==> src/rtl/dma_fz_pkg.sv <==
// Shared types for the freezing DMA channel.
// Assumes: one channel, one outstanding access at a time.
package dma_fz_pkg;
    typedef enum logic [2:0] {
        CH_IDLE   = 3'd0,
        CH_READ   = 3'd1,
        CH_WRITE  = 3'd2,
        CH_STUCK  = 3'd3,
        CH_FROZEN = 3'd4
    } chan_st_t;
endpackage

==> src/rtl/dma_fz_addr.sv <==
// One side's address generator. It loads a start address and a hold flag.
// While the flag is clear it steps by STEP bytes on each completed word.
// Assumes: load and step are never high in the same cycle.
module dma_fz_addr #(
    parameter int AW   = 32,
    parameter int STEP = 4
) (
    input  logic          clk,
    input  logic          rst_n,
    input  logic          load,
    input  logic [AW-1:0] load_addr,
    input  logic          load_hold,
    input  logic          step,
    output logic [AW-1:0] addr
);
    logic hold_q;

    // Address register: load on start, advance when not held.
    always_ff @(posedge clk) begin
        if (!rst_n) begin
            addr   <= '0;
            hold_q <= 1'b0;
        end else if (load) begin
            addr   <= load_addr;
            hold_q <= load_hold;
        end else if (step && !hold_q) begin
            addr   <= addr + AW'(STEP);
        end
    end
endmodule

==> src/rtl/dma_fz_ctrl.sv <==
// Channel sequencer: state machine, word counter and the two error bits.
// A bad size parks the channel in STUCK. A port error parks it in FROZEN.
// Only reinit leaves either state. Assumes the size is in bytes and that
// an error response takes priority over an acknowledge in the same cycle.
module dma_fz_ctrl
    import dma_fz_pkg::*;
#(
    parameter int SW = 16,
    parameter int LG = 2
) (
    input  logic          clk,
    input  logic          rst_n,
    input  logic          start,
    input  logic [SW-1:0] byte_cnt,
    input  logic          reinit,
    input  logic          err_clr,
    input  logic          mem_ack,
    input  logic          mem_err,
    output chan_st_t      state,
    output logic          load,
    output logic          step,
    output logic          capture,
    output logic          port_err,
    output logic          size_err
);
    localparam int CW = SW - LG;

    chan_st_t      nxt;
    logic [CW-1:0] words_left;
    logic          size_bad;
    logic          accept;
    logic          busy;
    logic          set_perr;

    // Decode the descriptor and the one-cycle events.
    always_comb begin
        size_bad = (byte_cnt == '0) || (byte_cnt[LG-1:0] != '0);
        accept   = (state == CH_IDLE) && start && !reinit;
        load     = accept && !size_bad;
        busy     = (state == CH_READ) || (state == CH_WRITE);
        set_perr = busy && mem_err && !reinit;
        capture  = (state == CH_READ) && mem_ack && !mem_err;
        step     = (state == CH_WRITE) && mem_ack && !mem_err && !reinit;
    end

    // Next-state selection; reinit overrides every other event.
    always_comb begin
        nxt = state;
        unique case (state)
            CH_IDLE:   if (accept) nxt = size_bad ? CH_STUCK : CH_READ;
            CH_READ:   if (mem_err) nxt = CH_FROZEN;
                       else if (mem_ack) nxt = CH_WRITE;
            CH_WRITE:  if (mem_err) nxt = CH_FROZEN;
                       else if (mem_ack) nxt = (words_left == CW'(1)) ? CH_IDLE : CH_READ;
            CH_STUCK:  nxt = CH_STUCK;
            CH_FROZEN: nxt = CH_FROZEN;
            default:   nxt = CH_IDLE;
        endcase
        if (reinit) nxt = CH_IDLE;
    end

    // State register.
    always_ff @(posedge clk) begin
        if (!rst_n) state <= CH_IDLE;
        else        state <= nxt;
    end

    // Remaining word count: load from the byte count, drop on each word.
    always_ff @(posedge clk) begin
        if (!rst_n)    words_left <= '0;
        else if (load) words_left <= byte_cnt[SW-1:LG];
        else if (step) words_left <= words_left - CW'(1);
    end

    // Error status bits: reinit clears, a new error beats err_clr.
    always_ff @(posedge clk) begin
        if (!rst_n || reinit) begin
            port_err <= 1'b0;
            size_err <= 1'b0;
        end else begin
            if (set_perr)     port_err <= 1'b1;
            else if (err_clr) port_err <= 1'b0;
            if (accept && size_bad) size_err <= 1'b1;
            else if (err_clr)       size_err <= 1'b0;
        end
    end
endmodule

==> src/rtl/dma_freeze_chan.sv <==
// Top of the single DMA channel. It wires the sequencer, two address
// generators (source, destination) and the word holding register to the
// memory port. Assumes the memory keeps mem_rdata valid while mem_ack is high.
module dma_freeze_chan
    import dma_fz_pkg::*;
#(
    parameter int AW = 32,
    parameter int DW = 32,
    parameter int SW = 16
) (
    input  logic          clk,
    input  logic          rst_n,
    input  logic          start,
    input  logic [AW-1:0] src_addr,
    input  logic [AW-1:0] dst_addr,
    input  logic [SW-1:0] byte_cnt,
    input  logic          src_hold,
    input  logic          dst_hold,
    input  logic          reinit,
    input  logic          err_clr,
    output logic          mem_req,
    output logic          mem_we,
    output logic [AW-1:0] mem_addr,
    output logic [DW-1:0] mem_wdata,
    input  logic [DW-1:0] mem_rdata,
    input  logic          mem_ack,
    input  logic          mem_err,
    output logic          active,
    output logic          frozen,
    output logic          port_err,
    output logic          size_err
);
    localparam int STEP  = DW / 8;
    localparam int LG    = $clog2(STEP);
    localparam int SIDES = 2;

    chan_st_t                 state;
    logic                     load, step, capture;
    logic [SIDES-1:0][AW-1:0] side_init;
    logic [SIDES-1:0]         side_hold;
    logic [SIDES-1:0][AW-1:0] side_addr;
    logic [DW-1:0]            word_q;

    dma_fz_ctrl #(.SW(SW), .LG(LG)) u_ctrl (
        .clk      (clk),
        .rst_n    (rst_n),
        .start    (start),
        .byte_cnt (byte_cnt),
        .reinit   (reinit),
        .err_clr  (err_clr),
        .mem_ack  (mem_ack),
        .mem_err  (mem_err),
        .state    (state),
        .load     (load),
        .step     (step),
        .capture  (capture),
        .port_err (port_err),
        .size_err (size_err)
    );

    // Side 0 is the source, side 1 the destination.
    assign side_init = {dst_addr, src_addr};
    assign side_hold = {dst_hold, src_hold};

    for (genvar g = 0; g < SIDES; g++) begin : g_side
        dma_fz_addr #(.AW(AW), .STEP(STEP)) u_addr (
            .clk       (clk),
            .rst_n     (rst_n),
            .load      (load),
            .load_addr (side_init[g]),
            .load_hold (side_hold[g]),
            .step      (step),
            .addr      (side_addr[g])
        );
    end

    // Holding register: keep the word read until it is written.
    always_ff @(posedge clk) begin
        if (!rst_n)       word_q <= '0;
        else if (capture) word_q <= mem_rdata;
    end

    // Port and status outputs decoded from the state.
    always_comb begin
        mem_req   = (state == CH_READ) || (state == CH_WRITE);
        mem_we    = (state == CH_WRITE);
        mem_addr  = mem_we ? side_addr[1] : side_addr[0];
        mem_wdata = word_q;
        active    = (state != CH_IDLE);
        frozen    = (state == CH_FROZEN);
    end
endmodule

==> config.mk <==
export PLATFORM = sky130hd
export DESIGN_NAME = dma_freeze_chan
export DESIGN_NICKNAME = d
export VERILOG_FILES = /design/src/rtl/dma_fz_pkg.sv /design/src/rtl/dma_fz_addr.sv /design/src/rtl/dma_fz_ctrl.sv /design/src/rtl/dma_freeze_chan.sv
export SDC_FILE = /design/constraint.sdc
export NUM_CORES = 1
export LEC_CHECK = 0
export ABC_AREA = 0
export CORE_UTILIZATION = 47
export CTS_CLUSTER_DIAMETER = 40
export CTS_CLUSTER_SIZE = 16
export DETAILED_ROUTE_END_ITERATION = 8
export PLACE_DENSITY_LB_ADDON = 0.12
export SLEW_MARGIN = 30
export SYNTH_ARGS = -nofsm -noshare
export SYNTH_HDL_FRONTEND = slang
export SYNTH_SLANG_ARGS = --single-unit
==> constraint.sdc <==
create_clock -name clk -period 3.2 [get_ports clk]
set_input_delay 0.8 -clock clk [delete_from_list [all_inputs] [get_ports clk]]
set_output_delay 0.8 -clock clk [all_outputs]
set_load 0.01 [all_outputs]
==> out/results.txt, run 1 <==
Setup Total Neg Slack = 0 ns
global-route congestion overflow total = 0
Pwr per Cell Area = 460 nW/um^2
Final Wtd Congestion = 0.855
DP Cell Count = 1085
Finish-stage setup viols = 0
Vias/cell = 5.58
maximum clock insertion buffer count = 2
proportion of synthesized area in mux cells = 5.40%
synthesized area per cell = 7.89 sq um
flops & latches, synth = 117
top cell type by total area after synthesis = dfxtp_1
Max VDD drop = 0.476 mV
Post-CTS Hold Fix Bufs = 0
Fillers = 1022
share of the synthesized area in the top cell type = 39.2%
HPWL reported at the end of detailed placement = 13.1 mm
Slew Limit Headroom = 49.8%
synth-to-layout area growth = 46.3%
Iteration-0 DRC Markers = 486
class of the worst hold path = register to register
setup repair after global routing missed its margin = false
total leakage power = 2.94 nW
fmax = 325 MHz
total routing resource utilization after global routing = 28.0%
outcome = complete, no violations
largest cells by area after synthesis = dfxtp_1, a21oi_1, nand2_1, xnor2_1, mux2_2
number of flops mapped to enable cells by yosys = 0
commonest cells in the synthesized netlist = dfxtp_1, nand2_1, a21oi_1, o21ai_0, xnor2_1
Post-route DRC = 0
Chip Height = 115 microns
Crit path required time = 2.40 ns
final total power = 4.02 mW
die span in x = 115 microns
Synth cell types = 45
fraction of registers with async set/reset = 0%
max-slew violation total from the final report = 0
PortBufs = 190
largest net degree at the start of global routing = 55
Main synth FF type = dfxtp_1
non-filler cells, final = 1118
critical path endpoint category = primary output
die area = 13200 sq um
actual slew at the worst max-slew pin = 0.743 ns
cell area after synthesis = 5970 sq um
sequential fraction of the synthesis area = 39.2%
count of standard-cell rows = 40
slack of the worst reg-to-reg path = 0.78 ns
worst setup path class = register to primary output
type of origin of the critical path = register
top fanout value on the critical path = 15
min cycle time layout = 3.08 ns
TritonCTS sink count = 117
WL per Instance = 16.2 microns
remaining number of nets flagged by the antenna check after routing = 0
Mapped Cells = 757
total I/O pin count = 191
post-synthesis xor/xnor area fraction = 8.80%
Period Utilization, post-route = 96.1%
setup clock skew after layout = 0.00936 ns
clk slew on worst S/H paths = 0.05 ns
nets in the synthesized netlist = 882
Warnings, synthesis = 0
clk_lat worst skew = 0.42 ns
adder and majority gate portion of the synthesized area = 0.838%
First-pass DRT Iterations = 5
share of layout cells above drive strength 1 = 9.05%
data arrival time of the worst path = 2.28 ns
post-synthesis simple-gate area fraction = 24.7%
global-route wire length before repair = 29.0 mm
Initial Utilization = 48.9%
number of global-route vias before repair = 6060
hold violation total from the final report = 0
core region area = 12200 sq um
compound-cell area share of the yosys netlist = 17.0%
clock tree root driver cell = clkbuf_16
number of antenna cells inserted = 0
number of H-tree levels = 4
initial antenna violation count = 1
largest family of logic cells by synthesized area = simple AND/OR/NAND/NOR gates
Max Cap Violations = 0
wirelength, routed = 18.1 mm
clock tree from TritonCTS = built
total via count in the routed design = 6238
number of nets in the layout = 1062
library cell with the highest instance count after synthesis = dfxtp_1
CTS Buf Count = 17
## worst max-delay path: stages, from the launching register on
cell             delay (ns)
dfxtp_1                0.40
nand2b_4               0.22
nor2_4                 0.19
buf_6                  0.22
mux2_2                 0.35
clkdlybuf4s50_1        0.48
## path summary, 6_finish.rpt
check | startpoint | to | depth (start not counted)
setup reg to reg | g_side[0].u_addr.addr[2]$_SDFFE_PN0P_ | g_side[0].u_addr.addr[22]$_SDFFE_PN0P_ | 7
hold reg to reg | g_side[1].u_addr.hold_q$_SDFFE_PN0P_ | g_side[1].u_addr.hold_q$_SDFFE_PN0P_ | 2
hold / removal | g_side[1].u_addr.hold_q$_SDFFE_PN0P_ | g_side[1].u_addr.hold_q$_SDFFE_PN0P_ | 2
setup / recovery | u_ctrl.state[0]$_SDFFE_PP0P_ | mem_addr[11] | 5
## per-layer routing
| layer | GRT usage [%] | vias up | wire length, microns |
|---|---|---|---|
| met5 | 0 | - | 0 |
| met4 | 6.93 | 0 | 171 |
| met3 | 9.49 | 18 | 1320 |
| met2 | 49.2 | 226 | 8970 |
| met1 | 32.8 | 2955 | 7660 |
| li1 | - | 3039 | - |
## report_power, final
part	internal [mW]	leakage, nW	switching [mW]	total [mW]
clock network	1.39	0.314	0.660	2.05
registers	1.50	0.947	0.0489	1.55
logic	0.252	1.68	0.170	0.423
## cell families (layout without fill, tap and decap cells)
family | after synthesis | in the layout
buffers and inverters | 61 | 254
AO/OA/AOI/OAI | 189 | 189
multiplexers | 29 | 29
adder cells (fa/ha/maj) | 4 | 4
flip-flops | 117 | 117
AND/OR/NAND/NOR | 297 | 297
XOR/XNOR | 60 | 60
## stage by stage
stage | setup WS, ns | util, % | hold WS (ns) | cell area [sq um]
after floorplan | 0.700 | - | 0.428 | 5970
after global placement | 0.203 | 66.3 | 0.435 | 8090
after detailed placement | 0.156 | 66.3 | 0.447 | 8090
after CTS | 0.0682 | 71.6 | 0.453 | 8740
after global routing | 0.0170 | 71.6 | 0.467 | 8740
final | 0.124 | 71.6 | 0.453 | 8740
## layout by cell type, fill, tap and decap left out, types with 4 or more instances in the layout
cell type        synthesis  layout
nand2b_1                 5       4
inv_1                   11      11
nor3_1                  27      27
and2_1                   4       4
xnor2_1                 48      48
nor2_1                  38      37
mux2_2                  26      26
ha_1                     4       4
nand4_1                 15      15
or3_1                    7       7
xor2_1                  12      12
bufinv_16                0       5
nor4_1                  18      18
dfxtp_1                117     117
clkbuf_16                0      17
clkinv_2                 0       6
nand3_1                 31      30
and4_1                   8       8
and3_1                   9       9
a211oi_1                12      12
nor2b_1                  6       6
or4_1                    5       5
buf_4                    0      16
nand2_1                113     113
o21ai_0                 56      56
a21oi_1                107     107
a22oi_1                  5       5
clkdlybuf4s50_1          0     189
## flip-flops by register name, summed over array words and instances (netlist names)
register and count:
u_ctrl.size_err 1, u_ctrl.port_err 1, mem_wdata 32, u_ctrl.words_left 14, g_side.u_addr.hold_q 2, g_side.u_addr.addr 64
u_ctrl.state 3
## timing repair
| item | CTS | global route |
|---|---|---|
| pin swaps | 1 | 1 |
| gates resized for setup | 3 | 1 |
| endpoints found under the hold margin | 0 | 0 |
| endpoints found under the setup margin | 25 | 2 |
| setup buffers | 1 | 0 |
## cell type report
class	instances	area, sq um	share of cell area [%]
clock buffer	21	450	5.15
clock inverter	11	180	2.06
inverter	12	45.0	0.515
multi-input combinational	579	3420	39.1
sequential	117	2340	26.8
tap	168	210	2.40
timing repair buffer	210	2100	24.0
No activity file was read; power rests on OpenSTA's default activity.
==> run 2: changes to the inputs <==
--- a/config.mk
+++ b/config.mk
@@ -6,11 +6,12 @@
 export NUM_CORES = 1
 export LEC_CHECK = 0
 export ABC_AREA = 0
+export ABC_CLOCK_PERIOD_IN_PS = 3200
 export CORE_UTILIZATION = 47
 export CTS_CLUSTER_DIAMETER = 40
 export CTS_CLUSTER_SIZE = 16
 export DETAILED_ROUTE_END_ITERATION = 8
-export PLACE_DENSITY_LB_ADDON = 0.12
+export PLACE_DENSITY = 0.79
 export SLEW_MARGIN = 30
 export SYNTH_ARGS = -nofsm -noshare
 export SYNTH_HDL_FRONTEND = slang
==> out/results.txt, run 2 (same netlist as run 1, synthesis figures left out) <==
count of standard-cell rows = 40 (unchanged)
number of stages on the worst hold path = 2 (unchanged)
number of flip-flops under the largest register name = 64 (unchanged)
First-pass DRT Iterations = 5 (unchanged)
setup clock skew after layout = 0.0102 ns (was 0.00936 ns)
synth-to-layout area growth = 47.5% (was 46.3%)
critical path endpoint category = primary output (unchanged)
number of antenna cells inserted = 0 (unchanged)
destination of the worst hold path = g_side[1].u_addr.addr[0]$_SDFFE_PN0P_ (was g_side[1].u_addr.hold_q$_SDFFE_PN0P_)
clock tree from TritonCTS = built (unchanged)
remaining number of nets flagged by the antenna check after routing = 0 (unchanged)
max-slew violation total from the final report = 0 (unchanged)
Chip Height = 115 microns (unchanged)
Pwr per Cell Area = 468 nW/um^2 (was 460 nW/um^2)
slowest library cell on the worst path = clkdlybuf4s50_1 (unchanged)
Worst Hold Launch = g_side[1].u_addr.addr[0]$_SDFFE_PN0P_ (was g_side[1].u_addr.hold_q$_SDFFE_PN0P_)
CTS Buf Count = 17 (unchanged)
Iteration-0 DRC Markers = 444 (was 486)
maximum clock insertion buffer count = 2 (unchanged)
Max VDD drop = 0.400 mV (was 0.476 mV)
Crit path required time = 2.40 ns (about the same)
Crit Reg-Reg Startpoint = g_side[0].u_addr.addr[2]$_SDFFE_PN0P_ (unchanged)
most common cell after layout, fill and taps aside = clkdlybuf4s50_1 (unchanged)
clk slew on worst S/H paths = 0.05 ns (about the same)
clk_lat worst skew = 0.42 ns (about the same)
HPWL reported at the end of detailed placement = 12.6 mm (was 13.1 mm)
clock tree root driver cell = clkbuf_16 (unchanged)
PortBufs = 190 (unchanged)
min cycle time layout = 3.11 ns (was 3.08 ns)
data arrival time of the worst path = 2.31 ns (was 2.28 ns)
global-route wire length before repair = 29.1 mm (was 29.0 mm)
Slew Limit Headroom = 56.5% (was 49.8%)
outcome = complete, no violations (unchanged)
DP Cell Count = 1084 (was 1085)
Setup Total Neg Slack = 0 ns (unchanged)
total I/O pin count = 191 (unchanged)
Initial Utilization = 48.9% (unchanged)
post-CTS setup buffers = 0 (was 1)
total routing resource utilization after global routing = 28.2% (was 28.0%)
worst setup path class = register to primary output (unchanged)
total via count in the routed design = 6186 (was 6238)
WL per Instance = 16.3 microns (was 16.2 microns)
number of global-route vias before repair = 5999 (was 6060)
share of layout cells above drive strength 1 = 9.06% (was 9.05%)
number of nets in the layout = 1061 (was 1062)
total leakage power = 2.94 nW (about the same)
global-route congestion overflow total = 0 (unchanged)
Vias/cell = 5.54 (was 5.58)
number of H-tree levels = 4 (unchanged)
family with the most delay on the worst path = buffers and inverters (unchanged)
Critical Path, Cell by Cell = nand2b_4 > nor2_4 > buf_12 > mux2_2 > clkdlybuf4s50_1 (was nand2b_4 > nor2_4 > buf_6 > mux2_2 > clkdlybuf4s50_1)
wirelength, routed = 18.2 mm (was 18.1 mm)
slack of the worst reg-to-reg path = 0.90 ns (was 0.78 ns)
top fanout value on the critical path = 20 (was 15)
setup repair after global routing missed its margin = false (unchanged)
most used cells in the layout excluding fill and tap cells = clkdlybuf4s50_1, dfxtp_1, nand2_1 (unchanged)
Period Utilization, post-route = 97.1% (was 96.1%)
Max Cap Violations = 0 (unchanged)
type of origin of the critical path = register (unchanged)
worst-case reg-to-reg path depth = 7 (unchanged)
initial antenna violation count = 0 (was 1)
final std cell area, no fill = 8810 sq um (was 8740 sq um)
Fillers = 971 (was 1022)
worst reg2reg path endpoint = g_side[0].u_addr.addr[22]$_SDFFE_PN0P_ (unchanged)
Biggest register = g_side.u_addr.addr (unchanged)
non-filler cells, final = 1117 (was 1118)
TritonCTS sink count = 117 (unchanged)
hold violation total from the final report = 0 (unchanged)
Cell Area, Placed = 8110 sq um (was 8090 sq um)
largest net degree at the start of global routing = 53 (was 55)
stage delay of the slowest cell on the critical path = 0.49 ns (was 0.48 ns)
fmax = 322 MHz (was 325 MHz)
class of the worst hold path = register to register (unchanged)
worst path buffer plus inverter count = 2 (unchanged)
die span in x = 115 microns (unchanged)
hold slack final = 0.451 ns (was 0.453 ns)
actual slew at the worst max-slew pin = 0.643 ns (was 0.743 ns)
Final Wtd Congestion = 0.878 (was 0.855)
Post-route DRC = 0 (unchanged)
Finish-stage setup viols = 0 (unchanged)
die area = 13200 sq um (unchanged)
core region area = 12200 sq um (unchanged)
==> run 2: changes by cell type in the layout (fill, tap and decap cells not counted), moves of 2 or more <==
cell / change
clkinv_2: -6
clkbuf_8: +4
buf_4: -3
buf_12: +2
clkinvlp_4: +2
==> run 2: worst max-delay path by stage <==
stage,startpoint,end,slack [ns],depth (start not counted)
after detailed placement,reinit,u_ctrl.words_left[7]$_SDFFE_PN0P_,0.16,6
after floorplan,u_ctrl.state[0]$_SDFFE_PP0P_,mem_addr[23],0.70,7
after CTS,u_ctrl.state[1]$_SDFFE_PP0P_,mem_addr[30],0.04,5
after global routing,u_ctrl.state[0]$_SDFFE_PP0P_,mem_addr[24],0.04,5
final,u_ctrl.state[0]$_SDFFE_PP0P_,mem_addr[29],0.09,5
after global placement,mem_ack,u_ctrl.words_left[7]$_SDFFE_PN0P_,0.19,6
==> run 2: area by class of cell <==
cell class / instances / area (sq um) / area share (%)
repair buffers: 209 / 2120 / 24.1
well taps: 168 / 210 / 2.39
clock buffers: 25 / 505 / 5.74
multi-input cells: 579 / 3420 / 38.8
inverters: 12 / 45.0 / 0.511
clock inverters: 7 / 165 / 1.87
flip-flops and latches: 117 / 2340 / 26.6
==> run 2: per-stage QoR <==
| stage | utilization [%] | setup WS [ns] | power, mW |
|---|---|---|---|
| 3_3_place_gp | 66.4 | 0.187 | 1.99 |
| 4_1_cts | 71.9 | 0.0384 | 4.14 |
| 3_5_place_dp | 66.4 | 0.163 | 1.99 |
| 6_report | 72.2 | 0.0923 | 4.13 |
| 5_1_grt | 72.2 | 0.0355 | 4.25 |
| 2_1_floorplan | - | 0.700 | 1.73 |
==> run 2: power by group <==
part,leakage [nW],internal (mW),switching (mW)
combinational,1.67,0.255,0.173
sequential,0.948,1.50,0.0482
clock,0.320,1.49,0.669
total,2.94,3.24,0.890
==> run 2: layer usage <==
layer / GRT usage (%) / up-vias / share of wire, %
met3: 7.96 / 26 / 7.5
li1: - / 3038 / -
met4: 9.87 / 0 / 1.8
met1: 34.9 / 2872 / 43
met5: 0 / - / 0
met2: 47.2 / 250 / 47
==> run 2: worst reg2reg max path, stage by stage, from the launching register on <==
cell      delay [ns]
dfxtp_1         0.42
ha_1            0.17
nor4bb_1        0.58
nand4_1         0.21
buf_4           0.23
nor4_1          0.33
xnor2_1         0.16
a21oi_1         0.07
==> run 2: repair_timing <==
item,CTS,global route
gates resized for setup,1,2
gates cloned,0,1
hold buffers,0,0
setup endpoints to repair,26,26
